## config.mk

```make
export PLATFORM = sky130hd
export DESIGN_NAME = wir_detector
export DESIGN_NICKNAME = d
export VERILOG_FILES = /design/src/rtl/wir_pkg.sv /design/src/rtl/wir_bank_tracker.sv /design/src/rtl/wir_hint_select.sv /design/src/rtl/wir_detector.sv
export SDC_FILE = /design/constraint.sdc
export NUM_CORES = 1
export LEC_CHECK = 0
export BUFFER_PORTS_ARGS = -buffer_cell sky130_fd_sc_hd__buf_2
export CAP_MARGIN = 20
export CORE_ASPECT_RATIO = 1.25
export CORE_MARGIN = 2
export CORE_UTILIZATION = 65
export CTS_CLUSTER_DIAMETER = 200
export CTS_CLUSTER_SIZE = 12
export DETAILED_ROUTE_END_ITERATION = 8
export PLACE_DENSITY = 0.88
export SLEW_MARGIN = 20
export SYNTH_ARGS = -nofsm -noshare
export SYNTH_HDL_FRONTEND = slang
export SYNTH_HIERARCHICAL = 1
export SYNTH_SLANG_ARGS = --single-unit
```

## constraint.sdc

```tcl
create_clock -name clk -period 3.9 [get_ports clk]
set_input_delay 0.39 -clock clk [delete_from_list [all_inputs] [get_ports clk]]
set_output_delay 0.39 -clock clk [all_outputs]
set_load 0.01 [all_outputs]
```

## src/rtl/wir_pkg.sv

```systemverilog
package wir_pkg;
  // Width of a down-counter that must hold values 0..limit.
  function automatic int unsigned cnt_width(input int unsigned limit);
    return (limit < 1) ? 1 : $clog2(limit + 1);
  endfunction
endpackage

```

## src/rtl/wir_bank_tracker.sv

```systemverilog
module wir_bank_tracker #(
  parameter int unsigned ROW_W = 12,
  parameter int unsigned TRC   = 28,
  parameter int unsigned CNT_W = 5
) (
  input  logic             clk,
  input  logic             rst_n,
  input  logic             act_i,
  input  logic [ROW_W-1:0] act_row_i,
  input  logic             req_hit_i,
  input  logic [ROW_W-1:0] req_row_i,
  output logic             fire_o,
  output logic [ROW_W-1:0] row_o
);
  localparam logic [CNT_W-1:0] WINDOW = CNT_W'(TRC);

  logic [CNT_W-1:0] cnt_q;
  logic [ROW_W-1:0] open_row_q;
  logic             flagged_q;
  logic             busy;

  assign busy   = (cnt_q != '0);
  assign fire_o = req_hit_i && busy && (req_row_i != open_row_q) && !flagged_q;
  assign row_o  = open_row_q;

  always_ff @(posedge clk) begin
    if (!rst_n) begin
      cnt_q      <= '0;
      open_row_q <= '0;
      flagged_q  <= 1'b0;
    end else begin
      if (act_i)     cnt_q <= WINDOW;
      else if (busy) cnt_q <= cnt_q - 1'b1;
      if (act_i)       open_row_q <= act_row_i;
      if (act_i)       flagged_q  <= 1'b0;
      else if (fire_o) flagged_q  <= 1'b1;
    end
  end

  // the busy window never exceeds the configured length
  assert_window_bound_R2: assert property (@(posedge clk) disable iff (!rst_n)
    cnt_q <= WINDOW);
  // an activate reloads the full window
  assert_window_reload_R2: assert property (@(posedge clk) disable iff (!rst_n)
    act_i |=> (cnt_q == WINDOW));
  // a second hint needs a fresh activate in between
  assert_single_hint_R7: assert property (@(posedge clk) disable iff (!rst_n)
    fire_o |=> (!fire_o || $past(act_i)));
endmodule

```

## src/rtl/wir_hint_select.sv

```systemverilog
module wir_hint_select #(
  parameter int unsigned NB     = 8,
  parameter int unsigned ROW_W  = 12,
  parameter int unsigned BANK_W = 3
) (
  input  logic                    clk,
  input  logic                    rst_n,
  input  logic [NB-1:0]           fire_i,
  input  logic [NB-1:0][ROW_W-1:0] rows_i,
  output logic                    any_o,
  output logic [BANK_W-1:0]       bank_o,
  output logic [ROW_W-1:0]        row_o
);
  always_comb begin
    any_o  = 1'b0;
    bank_o = '0;
    row_o  = '0;
    for (int i = 0; i < NB; i++) begin
      if (fire_i[i]) begin
        any_o  = 1'b1;
        bank_o = BANK_W'(i);
        row_o  = rows_i[i];
      end
    end
  end

  // one request per cycle, so at most one bank can report a conflict
  assert_one_bank_R6: assert property (@(posedge clk) disable iff (!rst_n)
    $onehot0(fire_i));
endmodule

```

## src/rtl/wir_detector.sv

```systemverilog
module wir_detector #(
  parameter int unsigned NUM_BANKS = 8,
  parameter int unsigned ROW_W     = 12,
  parameter int unsigned SA_W      = 5,
  parameter int unsigned TRC       = 28,
  localparam int unsigned BANK_W   = (NUM_BANKS < 2) ? 1 : $clog2(NUM_BANKS)
) (
  input  logic              clk,
  input  logic              rst_n,
  input  logic              req_valid,
  input  logic [BANK_W-1:0] req_bank,
  input  logic [ROW_W-1:0]  req_row,
  input  logic              act_valid,
  input  logic [BANK_W-1:0] act_bank,
  input  logic [ROW_W-1:0]  act_row,
  output logic              hint_valid,
  output logic [BANK_W-1:0] hint_bank,
  output logic [SA_W-1:0]   hint_subarray,
  output logic [ROW_W-1:0]  hint_row
);
  localparam int unsigned CNT_W = wir_pkg::cnt_width(TRC);

  logic [NUM_BANKS-1:0]            fire;
  logic [NUM_BANKS-1:0][ROW_W-1:0] open_rows;
  logic                            sel_any;
  logic [BANK_W-1:0]               sel_bank;
  logic [ROW_W-1:0]                sel_row;

  for (genvar b = 0; b < NUM_BANKS; b++) begin : g_bank
    logic act_here;
    logic req_here;
    assign act_here = act_valid && (act_bank == BANK_W'(b));
    assign req_here = req_valid && (req_bank == BANK_W'(b));
    wir_bank_tracker #(.ROW_W(ROW_W), .TRC(TRC), .CNT_W(CNT_W)) u_trk (
      .clk       (clk),
      .rst_n     (rst_n),
      .act_i     (act_here),
      .act_row_i (act_row),
      .req_hit_i (req_here),
      .req_row_i (req_row),
      .fire_o    (fire[b]),
      .row_o     (open_rows[b])
    );
  end

  wir_hint_select #(.NB(NUM_BANKS), .ROW_W(ROW_W), .BANK_W(BANK_W)) u_sel (
    .clk    (clk),
    .rst_n  (rst_n),
    .fire_i (fire),
    .rows_i (open_rows),
    .any_o  (sel_any),
    .bank_o (sel_bank),
    .row_o  (sel_row)
  );

  always_ff @(posedge clk) begin
    if (!rst_n) begin
      hint_valid <= 1'b0;
      hint_bank  <= '0;
      hint_row   <= '0;
    end else begin
      hint_valid <= sel_any;
      if (sel_any) begin
        hint_bank <= sel_bank;
        hint_row  <= sel_row;
      end
    end
  end

  assign hint_subarray = hint_row[ROW_W-1 -: SA_W];

  // every hint traces back to a valid request one cycle earlier
  assert_hint_needs_req_R9: assert property (@(posedge clk) disable iff (!rst_n)
    hint_valid |-> $past(req_valid));
  // the hint names the bank the conflicting request targeted
  assert_hint_bank_R3: assert property (@(posedge clk) disable iff (!rst_n)
    hint_valid |-> (hint_bank == $past(req_bank)));
  // the reported row is never the row the request asked for
  assert_hint_diff_row_R5: assert property (@(posedge clk) disable iff (!rst_n)
    hint_valid |-> (hint_row != $past(req_row)));
  // no hint in the first cycle out of reset
  assert_quiet_after_reset_R1: assert property (@(posedge clk)
    $past(!rst_n) |-> !hint_valid);
endmodule

```

==> flow_metrics.env, run 1 <==
export IMPL_run_status="completed"
export IMPL_slew_violations=0
export IMPL_drt_antenna_violating_nets=0
export IMPL_critPathMaxFanout=8
export IMPL_worst_path_buf_inv=2
export IMPL_cp_data_required_time_ns=4.23
export IMPL_clock_tree_buffer_depth=2
export IMPL_synth_ff_latch_count=160
export IMPL_place_detailed_hpwl_um=15700
export IMPL_max_slew_margin_rel_pct=25.8
export IMPL_grt_overflow=0
export IMPL_clkSinkCount=160
export IMPL_final_net_count=981
export IMPL_finalInstanceArea_um2=9550
export IMPL_finalSetupTns_ns=0
export IMPL_synth_enable_flop_cells=0
export IMPL_route_detailed_wl_per_inst_um=20.3
export IMPL_die_area_um2=14100
export IMPL_synth_top_cells_by_count="160 x sky130_fd_sc_hd__dfxtp_1, 131 x sky130_fd_sc_hd__nor2b_1, 111 x sky130_fd_sc_hd__mux2i_1"
export IMPL_postRouteWirelength_um=22800
export IMPL_ir_worst_vdd_mv=0.451
export IMPL_pwr_share_comb_pct=26.6
export IMPL_fmax_mhz=323
export IMPL_internal_power_w=0.00351
export IMPL_setup_viol_count_final=0
export IMPL_power_per_cell_area_nw_per_um2=526
export IMPL_synth_yosys_warnings=6
export IMPL_final_period_minus_worst_setup_slack_ns=3.09
export IMPL_drt_pass1_iter_count=5
export IMPL_setup_worst_path_start="g_bank[2].u_trk/cnt_q[0]"
export IMPL_min_delay_start="act_row[8]"
export IMPL_cp_slowest_cell="sky130_fd_sc_hd__nor2_1"
export IMPL_initial_utilization_pct=66.8
export IMPL_power_leakage_nw=3.32
export IMPL_critPathCaptureType="flop"
export IMPL_first_global_vias=6710
export IMPL_number_of_antenna_violations_at_the_first_check_in_global_routing=2
export IMPL_post_route_period_util_pct=79.3
export IMPL_post_cts_repair_setup_buffers=0
export IMPL_grt_max_degree=105
export IMPL_core_area_um2=12800
export IMPL_crit_chain="inv_1, ha_1, nor4b_4, nor2b_1, o31ai_1, nor2_1, nor2b_1, buf_4, a22oi_1, o21ai_1, a221o_1, mux2i_1, nor2b_1"
export IMPL_die_y_um=132
export IMPL_syn_area_um2=8530
export IMPL_synth_yosys_seq_area_share_pct=37.5
export IMPL_synth_async_sr_flop_share_pct=0
export IMPL_timing_worst_setup_path_type="flop to flop"
export IMPL_syn_to_final_growth_pct=11.9
export IMPL_crit_path_start_kind="flop"
export IMPL_synth_flop_cell="sky130_fd_sc_hd__dfxtp_1"
export IMPL_grtUsageTotal_pct=33.2
export IMPL_worstMarginPinSlew_ns=1.11
export IMPL_num_vias=6846
export IMPL_clock_tree_skew_after_final_layout_ns=0.00772
export IMPL_post_synth_main_area_contributors="sky130_fd_sc_hd__dfxtp_1 38%, sky130_fd_sc_hd__mux2i_1 13%, sky130_fd_sc_hd__xnor2_1 11%"
export IMPL_worst_path_most_repeated_cell="sky130_fd_sc_hd__nor2b_1"
export IMPL_synth_top_cell_area_share_pct=37.5
export IMPL_tritoncts="yes"
export IMPL_critical_path_top_delay_family="simple AND/OR/NAND/NOR gates"
export IMPL_synthesis_nets=936
export IMPL_kind_of_path_behind_the_tightest_hold_check="input pin to flop"
export IMPL_final_weighted_congestion_in_routability_driven_placement=0.924
export IMPL_worst_setup_hold_path_clk_slew_ns=0.06
export IMPL_cts_root_buffer_cell="sky130_fd_sc_hd__clkbuf_16"
export IMPL_synth_distinct_cells=37
export IMPL_rsz0062_at_grt="false"
export IMPL_port_buffers=54
export IMPL_dr_first_iter_drc_count=715
export IMPL_cts_resized=0
export IMPL_tritoncts_num_buffers=17
export IMPL_crit_reg2reg_launch="g_bank[2].u_trk/cnt_q[0]"
export IMPL_drcViolationCount=0
export IMPL_total_switching_power_w=0.00152
export IMPL_cts_htree_levels=4
export IMPL_core_rowCount=46
export IMPL_synth_area_leader_cell="sky130_fd_sc_hd__dfxtp_1"
export IMPL_switching_share_pct=30.2
export IMPL_slowest_delay_ns=0.56
export IMPL_cts_hold_buf=0
export IMPL_pin_count=55
export IMPL_arrival_time_of_data_at_the_critical_path_endpoint_ns=3.42
export IMPL_seqPwrFrac_pct=38.9
export IMPL_max_cap_violations=0
export IMPL_die_width_um=106
export IMPL_final_layout_size_suffix_gt1_share_pct=13.1
export IMPL_share_clk_of_total_power_pct=34.5
export IMPL_synth_most_common_cell="sky130_fd_sc_hd__dfxtp_1"
export IMPL_syn_avg_cell_area_um2=9.54
export IMPL_postSynthCellCount=894
export IMPL_clkLatencyLatePin_ns=0.43
export IMPL_hold_viol=0
export IMPL_vias_per_cell=6.10
export IMPL_placement_cell_area_um2=8930
export IMPL_wire_length_of_the_first_global_routing_pass_um=36000
[sequential cells by signal (all words and copies together), names as in the netlist]
signal,flops
hint_valid,1
g_bank.u_trk/cnt_q,40
g_bank.u_trk/flagged_q,8
hint_bank,3
hint_row,12
g_bank.u_trk/row_o,96
[layout make-up]
cell class              count  area (µm²)
clock buffers              24         482
well taps                 168         210
clock inverters             8         129
multi-input cells         647        4960
fillers                   921        3230
repair buffers             72         408
diodes                      2        5.00
inverters                  41         154
flip-flops and latches    160        3200
[cells in the final DEF, fill, tap and decap left out, drive strengths merged]
cell type and instances:
a211o 1, a21o 8, a21oi 21, a221o 7, a221oi 19, a22oi 22, and2 1, buf 72
bufinv 3, clkbuf 24, clkinv 4, clkinvlp 1, dfxtp 160, diode 2, ha 8, inv 41
mux2i 111, nand2 8, nand2b 22, nand3b 1, nand4 25, nor2 63, nor2b 131, nor3 12
nor4b 9, o21a 28, o21ai 14, o21bai 1, o221ai 4, o31a 8, o31ai 8, or2 3
or3 8, xnor2 104
[per-layer routing]
| layer | GRT usage, % | wire length (µm) | up-vias |
|---|---|---|---|
| met5 | 0 | 0 | - |
| met4 | 18.8 | 1240 | 0 |
| met3 | 6.82 | 1710 | 85 |
| met2 | 54.9 | 10800 | 353 |
| met1 | 39.8 | 9000 | 3234 |
| li1 | - | - | 3174 |
[cells by family (layout without fill, tap and decap cells)]
| logic type | count (synthesis) | in the layout | synth area share, % |
|---|---|---|---|
| other | 0 | 2 | 0 |
| muxes | 111 | 111 | 13.0 |
| xor gates and xnor gates | 104 | 104 | 10.7 |
| and+or+nand+nor | 283 | 283 | 20.4 |
| adders and majority gates | 8 | 8 | 1.17 |
| buffers and inverters | 87 | 145 | 4.74 |
| AOI/OAI and AO/OA | 141 | 141 | 12.5 |
| DFF | 160 | 160 | 37.5 |
[power groups by stage]
stage	clock network [W]	registers, W	logic, W
after floorplan	0	0.00196	0.00105
after global placement	0	0.00198	0.00127
after detailed placement	0	0.00199	0.00131
after CTS	0.00174	0.00195	0.00133
after global routing	0.00181	0.00197	0.00146
final	0.00174	0.00195	0.00134
[worst paths after layout]
check	to	slack, ns	depth (start not counted)
max	hint_row[9]	0.81	13
min	g_bank[0].u_trk/row_o[8]	0.34	3
max reg2reg	hint_row[9]	0.81	13
min reg2reg	g_bank[0].u_trk/flagged_q	0.45	2
[worst reg2reg max path, cell delays in order (launching register included)]
cell	delay, ns
sky130_fd_sc_hd__dfxtp_1	0.33
sky130_fd_sc_hd__inv_1	0.06
sky130_fd_sc_hd__ha_1	0.23
sky130_fd_sc_hd__nor4b_4	0.16
sky130_fd_sc_hd__nor2b_1	0.19
sky130_fd_sc_hd__o31ai_1	0.12
sky130_fd_sc_hd__nor2_1	0.56
sky130_fd_sc_hd__nor2b_1	0.32
sky130_fd_sc_hd__buf_4	0.26
sky130_fd_sc_hd__a22oi_1	0.14
sky130_fd_sc_hd__o21ai_1	0.10
sky130_fd_sc_hd__a221o_1	0.33
sky130_fd_sc_hd__mux2i_1	0.14
sky130_fd_sc_hd__nor2b_1	0.06
[per-stage QoR]
stage / hold slack, ns / setup WS (ns) / cells / utilization (%) / total power [W]
floorplan: 0.426 / 1.56 / 894 / - / 0.00301
global placement: 0.434 / 1.05 / 1088 / 69.9 / 0.00324
detailed placement: 0.443 / 0.942 / 1088 / 69.9 / 0.00330
CTS: 0.326 / 0.940 / 1120 / 74.7 / 0.00502
global route: 0.347 / 0.630 / 1122 / 74.7 / 0.00524
finish: 0.340 / 0.808 / 1122 / 74.7 / 0.00502
Note: power is estimated with default switching activity, not from simulation.
==> run 2, diff against run 1 <==
- CORE_UTILIZATION: 65 -> 61
- PLACE_DENSITY: 0.88 -> 0.83
- clock period: 3.9 -> 3.2 ns (I/O delays scaled with it)
==> run 2 against run 1 <==
  * Clock power rose by 23%
  * Non-clock buffer count increased by 10
  * Register-to-register slack got worse by 0.52 ns
  * Global-route usage down 0.65 points
  * Utilization shrank 4.6 points
  * Sequential power increased by 22%
  * Power is 23% higher
  * Routed wire length up 1.7%
  * Via count rose by 0.74%
  * Critical path type unchanged
  * Largest power group unchanged
==> flow_metrics.env, run 2 (same netlist as run 1, synthesis figures left out) <==
export IMPL_run_status="completed"
export IMPL_tritoncts_num_buffers=17
export IMPL_mostFrequentLayoutCells="160 x sky130_fd_sc_hd__dfxtp_1, 131 x sky130_fd_sc_hd__nor2b_1, 111 x sky130_fd_sc_hd__mux2i_1"
export IMPL_grt_overflow=0
export IMPL_drt_pass1_iter_count=5
export IMPL_post_route_period_util_pct=90.9
export IMPL_finalSetupTns_ns=0
export IMPL_critical_path_cell_count=12
export IMPL_hold_viol=0
export IMPL_fmax_mhz=344
export IMPL_place_detailed_hpwl_um=16100
export IMPL_reg2regPathDepth=12
export IMPL_core_rowCount=48
export IMPL_setup_viol_count_final=0
export IMPL_multi_input_comb_area_um2=4950
export IMPL_cts_htree_levels=4
export IMPL_rrSetupSlack_ns=0.29
export IMPL_cts_root_buffer_cell="sky130_fd_sc_hd__clkbuf_16"
export IMPL_final_weighted_congestion_in_routability_driven_placement=0.946
export IMPL_cts_resized=0
export IMPL_route_detailed_wl_per_inst_um=20.4
export IMPL_cts_hold_buf=0
export IMPL_cp_slowest_cell="sky130_fd_sc_hd__nor2_1"
export IMPL_first_global_vias=6863
export IMPL_fin_util_pct=70.1
export IMPL_critPathMaxFanout=8
export IMPL_max_slew_margin_rel_pct=45.0
export IMPL_worst_path_buf_inv=2
export IMPL_worst_setup_hold_path_clk_slew_ns=0.06
export IMPL_worst_path_most_repeated_cell="sky130_fd_sc_hd__nor2b_1"
export IMPL_initial_utilization_pct=62.0
export IMPL_crit_chain="inv_1, ha_1, nor4b_4, nor2b_1, o31ai_1, nor2_1, buf_4, nand2_1, o221ai_1, o21ai_1, mux2i_1, nor2b_1"
export IMPL_cp_data_required_time_ns=3.52
export IMPL_ir_worst_vdd_mv=0.442
export IMPL_worst_r2r_endpoint="hint_row[8]"
export IMPL_min_delay_start="act_row[0]"
export IMPL_seq_area_um2=3200
export IMPL_number_of_flip_flops_in_the_largest_register=96
export IMPL_total_switching_power_w=0.00184
export IMPL_rsz0062_at_grt="false"
export IMPL_crit_path_start_kind="flop"
export IMPL_syn_to_final_growth_pct=12.9
export IMPL_core_area_um2=13800
export IMPL_wire_length_of_the_first_global_routing_pass_um=36700
export IMPL_sink_of_the_worst_hold_path="g_bank[5].u_trk/row_o[0]"
export IMPL_drt_antenna_violating_nets=0
export IMPL_timing_hold_worst_path_depth=3
export IMPL_share_clk_of_total_power_pct=34.7
export IMPL_power_leakage_nw=3.37
export IMPL_fillCellCount=1015
export IMPL_crit_reg2reg_launch="g_bank[4].u_trk/cnt_q[0]"
export IMPL_final_period_minus_worst_setup_slack_ns=2.91
export IMPL_clkSinkCount=160
export IMPL_timing_worst_setup_path_type="flop to flop"
export IMPL_clkLatencyLatePin_ns=0.43
export IMPL_die_area_um2=15000
export IMPL_tritoncts="yes"
export IMPL_dr_first_iter_drc_count=611
export IMPL_clock_tree_skew_after_final_layout_ns=0.0107
export IMPL_pwr_share_comb_pct=26.8
export IMPL_final_hold_worst_slack_ns=0.268
export IMPL_number_of_antenna_violations_at_the_first_check_in_global_routing=1
export IMPL_drcViolationCount=0
export IMPL_slew_violations=0
export IMPL_post_cts_repair_setup_buffers=0
export IMPL_internal_power_w=0.00435
export IMPL_critical_path_top_delay_family="simple AND/OR/NAND/NOR gates"
export IMPL_slowest_delay_ns=0.64
export IMPL_power_per_cell_area_nw_per_um2=642
export IMPL_grtUsageTotal_pct=32.5
export IMPL_port_buffers=54
export IMPL_critPathCaptureType="flop"
export IMPL_arrival_time_of_data_at_the_critical_path_endpoint_ns=3.23
export IMPL_vias_per_cell=6.07
export IMPL_max_cap_violations=0
export IMPL_final_layout_size_suffix_gt1_share_pct=14.0
export IMPL_postRouteWirelength_um=23200
export IMPL_num_vias=6897
export IMPL_seqPwrFrac_pct=38.5
export IMPL_finish_cell_count_without_fillers=1136
export IMPL_worstMarginPinSlew_ns=0.822
export IMPL_mostFrequentLayoutCell="sky130_fd_sc_hd__dfxtp_1"
export IMPL_die_y_um=136
export IMPL_grt_max_degree=53
export IMPL_switching_share_pct=29.7
export IMPL_kind_of_path_behind_the_tightest_hold_check="input pin to flop"
export IMPL_clock_tree_buffer_depth=2
export IMPL_final_net_count=991
export IMPL_pin_count=55
export IMPL_die_width_um=110
export IMPL_dp_cells=1105
==> run 2: cell count changes in the layout (fill, tap and decap cells not counted), sizes merged <==
cell / before / now
clkbuf: 24 / 20
bufinv: 3 / 4
clkinvlp: 1 / 3
diode: 2 / 1
buf: 72 / 82
clkinv: 4 / 3
==> run 2: power by group through the flow <==
stage          sequential [W]  combinational [W]  clock [W]
3_3_place_gp          0.00241            0.00159          0
6_report              0.00238            0.00166    0.00214
4_1_cts               0.00238            0.00166    0.00215
5_1_grt               0.00241            0.00185    0.00223
3_5_place_dp          0.00242            0.00164          0
2_1_floorplan         0.00239            0.00128          0
==> run 2: worst reg2reg max path, cell delays in order (launching register included) <==
cell                       delay (ns)
sky130_fd_sc_hd__dfxtp_1         0.34
sky130_fd_sc_hd__inv_1           0.07
sky130_fd_sc_hd__ha_1            0.23
sky130_fd_sc_hd__nor4b_4         0.16
sky130_fd_sc_hd__nor2b_1         0.16
sky130_fd_sc_hd__o31ai_1         0.13
sky130_fd_sc_hd__nor2_1          0.64
sky130_fd_sc_hd__buf_4           0.32
sky130_fd_sc_hd__nand2_1         0.15
sky130_fd_sc_hd__o221ai_1        0.27
sky130_fd_sc_hd__o21ai_1         0.12
sky130_fd_sc_hd__mux2i_1         0.16
sky130_fd_sc_hd__nor2b_1         0.06
==> run 2: layer usage <==
metal	track usage [%]	vias to the layer above	wire, µm
met5	0	-	0
met4	16.1	0	1150
met3	6.38	86	1420
met2	54.7	318	11500
met1	39.0	3300	9070
li1	-	3193	-
==> run 2: area by class of cell <==
type                       count  share of cell area [%]
antenna                        1                  0.0260
timing repair buffer          82                    5.14
clock buffer                  20                    4.74
clock inverter                10                    1.67
multi-input combinational    647                    51.3
tap                          175                    2.27
inverter                      41                    1.60
sequential                   160                    33.2
==> run 2: how the worst max path moves through the flow <==
stage,startpoint,endpoint,slack [ns]
CTS,g_bank[4].u_trk/cnt_q[0],hint_row[3],0.38
global route,g_bank[4].u_trk/cnt_q[0],hint_row[4],0.21
detailed placement,req_row[1],hint_row[1],0.38
global placement,req_row[1],hint_row[4],0.46
finish,g_bank[4].u_trk/cnt_q[0],hint_row[8],0.29
floorplan,g_bank[2].u_trk/cnt_q[0],hint_bank[1],0.86
==> run 2: metrics by stage <==
| step | setup slack [ns] | total power, W | cell area, µm² |
|---|---|---|---|
| floorplan | 0.856 | 0.00367 | 8530 |
| global placement | 0.459 | 0.00400 | 9020 |
| detailed placement | 0.378 | 0.00406 | 9020 |
| CTS | 0.380 | 0.00620 | 9640 |
| global route | 0.207 | 0.00649 | 9640 |
| finish | 0.292 | 0.00618 | 9640 |
==> run 3, diff against run 2 <==
- TNS_END_PERCENT: unset -> 30
- clock period: 3.2 -> 3 ns (I/O delays scaled with it)
==> run 3 against run 2 <==
  * Global-route usage decreased by 0.80 points
  * Largest cell class unchanged
  * Non-clock buffer count rose by 7
  * Critical path type unchanged
  * Sequential share of layout area down 0.11 points
==> flow_metrics.env, run 3 (same netlist as run 1, synthesis figures left out) <==
export IMPL_dr_max_layer_used="met4"
export IMPL_syn_to_final_growth_pct=13.3
export IMPL_rsz0062_at_grt="false"
export IMPL_final_period_minus_worst_setup_slack_ns=2.83
export IMPL_arrival_time_of_data_at_the_critical_path_endpoint_ns=3.15
export IMPL_grt_max_degree=64
export IMPL_rrSetupSlack_ns=0.17
export IMPL_cp_data_required_time_ns=3.32
export IMPL_power_leakage_nw=3.40
export IMPL_core_rowCount=48
export IMPL_antenna_cells_inserted=0
export IMPL_final_weighted_congestion_in_routability_driven_placement=0.975
export IMPL_setup_viol_count_final=0
export IMPL_wire_length_of_the_first_global_routing_pass_um=36000
export IMPL_cp_slowest_cell="sky130_fd_sc_hd__nor2b_1"
export IMPL_core_area_um2=13800
export IMPL_fin_util_pct=70.3
export IMPL_dp_slack_ns=0.250
export IMPL_clock_tree_buffer_depth=2
export IMPL_drt_pass1_iter_count=6
export IMPL_fmax_mhz=353
export IMPL_critPathMaxFanout=8
export IMPL_cts_htree_levels=4
export IMPL_finalSetupTns_ns=0
export IMPL_clock_tree_skew_after_final_layout_ns=0.00866
export IMPL_met1_length_um=9510
export IMPL_route_detailed_wl_per_inst_um=19.9
export IMPL_first_global_vias=6775
export IMPL_dr_first_iter_drc_count=564
export IMPL_grtUsageTotal_pct=31.7
export IMPL_place_detailed_hpwl_um=16000
export IMPL_tritoncts="yes"
export IMPL_hold_viol=0
export IMPL_final_critical_path_setup_slack_ns=0.165
export IMPL_setup_worst_path_end="hint_row[11]"
export IMPL_critical_path_top_delay_family="simple AND/OR/NAND/NOR gates"
export IMPL_pin_count=55
export IMPL_drt_antenna_violating_nets=0
export IMPL_drcViolationCount=0
export IMPL_number_of_antenna_violations_at_the_first_check_in_global_routing=0
export IMPL_final_net_count=998
export IMPL_port_buffers=54
export IMPL_post_route_period_util_pct=94.5
export IMPL_die_width_um=110
export IMPL_timing_worst_setup_path_type="flop to flop"
export IMPL_mostFrequentLayoutCell="sky130_fd_sc_hd__dfxtp_1"
export IMPL_num_vias=6918
export IMPL_worst_setup_hold_path_clk_slew_ns=0.06
export IMPL_crit_path_start_kind="flop"
export IMPL_power_per_cell_area_nw_per_um2=676
export IMPL_ir_worst_vdd_mv=0.317
export IMPL_clkLatencyLatePin_ns=0.43
export IMPL_worst_r2r_endpoint="hint_row[11]"
export IMPL_worst_path_most_repeated_cell="sky130_fd_sc_hd__nor2b_1"
export IMPL_die_area_um2=15000
export IMPL_vias_per_cell=6.05
export IMPL_mostFrequentLayoutCells="160 x sky130_fd_sc_hd__dfxtp_1, 131 x sky130_fd_sc_hd__nor2b_1, 111 x sky130_fd_sc_hd__mux2i_1"
export IMPL_max_slew_margin_rel_pct=45.3
export IMPL_grt_overflow=0
export IMPL_critPathCaptureType="flop"
export IMPL_dp_cells=1112
export IMPL_worst_path_buf_inv=1
export IMPL_slowest_delay_ns=0.66
export IMPL_cts_root_buffer_cell="sky130_fd_sc_hd__clkbuf_16"
export IMPL_reg2regPathDepth=12
export IMPL_run_status="completed"
export IMPL_kind_of_path_behind_the_tightest_hold_check="input pin to flop"
export IMPL_slew_violations=0
export IMPL_crit_reg2reg_launch="g_bank[5].u_trk/cnt_q[0]"
export IMPL_finish_cell_count_without_fillers=1144
export IMPL_placement_cell_area_um2=9070
export IMPL_met3RoutedLength_um=1380
export IMPL_final_layout_size_suffix_gt1_share_pct=14.8
export IMPL_cts_hold_buf=0
export IMPL_max_cap_violations=0
export IMPL_post_cts_repair_setup_buffers=0
export IMPL_finalInstanceArea_um2=9670
export IMPL_met2_wirelength_um=10800
export IMPL_critical_path_cell_count=12
export IMPL_initial_utilization_pct=62.0
export IMPL_clkSinkCount=160
export IMPL_die_y_um=136
export IMPL_number_of_flip_flops_in_the_largest_register=96
export IMPL_cts_resized=0
export IMPL_postRouteWirelength_um=22700
export IMPL_worstMarginPinSlew_ns=0.820
export IMPL_crit_chain="inv_1, ha_1, nor4b_4, nor2b_1, o31ai_1, nor2_1, nor2b_1, a221oi_1, a21oi_1, a21oi_1, mux2i_1, nor2b_1"
export IMPL_setup_worst_path_start="g_bank[5].u_trk/cnt_q[0]"
export IMPL_tritoncts_num_buffers=17
==> run 3: cell count changes in the layout (fill, tap and decap cells not counted), sizes merged <==
cell | before | now
clkinvlp | 3 | 2
clkbuf | 20 | 21
diode | 1 | 0
clkinv | 3 | 5
bufinv | 4 | 2
buf | 82 | 89
inv | 41 | 43
==> run 3: stage by stage <==
step           total power, W  hold slack, ns
2_1_floorplan         0.00391           0.426
3_3_place_gp          0.00430           0.433
3_5_place_dp          0.00435           0.441
4_1_cts               0.00654           0.244
5_1_grt               0.00686           0.253
6_report              0.00654           0.251
==> run 3: worst min-delay path by stage <==
stage | startpoint | to | slack, ns | cells after the start
after global placement | g_bank[6].u_trk/flagged_q | g_bank[6].u_trk/flagged_q | 0.43 | 2
after global routing | act_row[8] | g_bank[2].u_trk/row_o[8] | 0.25 | 3
after CTS | act_row[9] | g_bank[0].u_trk/row_o[9] | 0.24 | 3
after detailed placement | g_bank[1].u_trk/flagged_q | g_bank[1].u_trk/flagged_q | 0.44 | 2
after floorplan | g_bank[0].u_trk/flagged_q | g_bank[0].u_trk/flagged_q | 0.43 | 2
final | act_row[9] | g_bank[0].u_trk/row_o[9] | 0.25 | 3
==> run 3: routing by layer <==
layer / global-route usage, % / vias to the layer above
met2: 51.4 / 323
met1: 40.2 / 3287
met5: 0 / -
met3: 4.99 / 88
li1: - / 3220
met4: 16.5 / 0
==> run 3: cell type report <==
type,count,area (µm²)
multi-input cells,647,4950
repair buffers,89,548
clock inverters,11,129
clock buffers,21,470
inverters,41,154
well taps,175,219
fillers,1010,4080
flip-flops and latches,160,3200
==> run 3: where the power goes <==
part | switching (W) | internal, W | leakage, nW
combinational | 0.000905 | 0.000889 | 1.81
sequential | 0.000197 | 0.00234 | 1.30
clock | 0.000904 | 0.00130 | 0.290
total | 0.00201 | 0.00453 | 3.40
==> run 3: worst reg2reg max path, delay by kind of cell, from the launching register on <==
kind                       cells  cell delay, ns
muxes                          1            0.15
adders and majority gates      1            0.23
and+or+nand+nor                5            1.39
DFF                            1            0.32
buffers and inverters          1            0.06
AOI/OAI and AO/OA              4            0.61
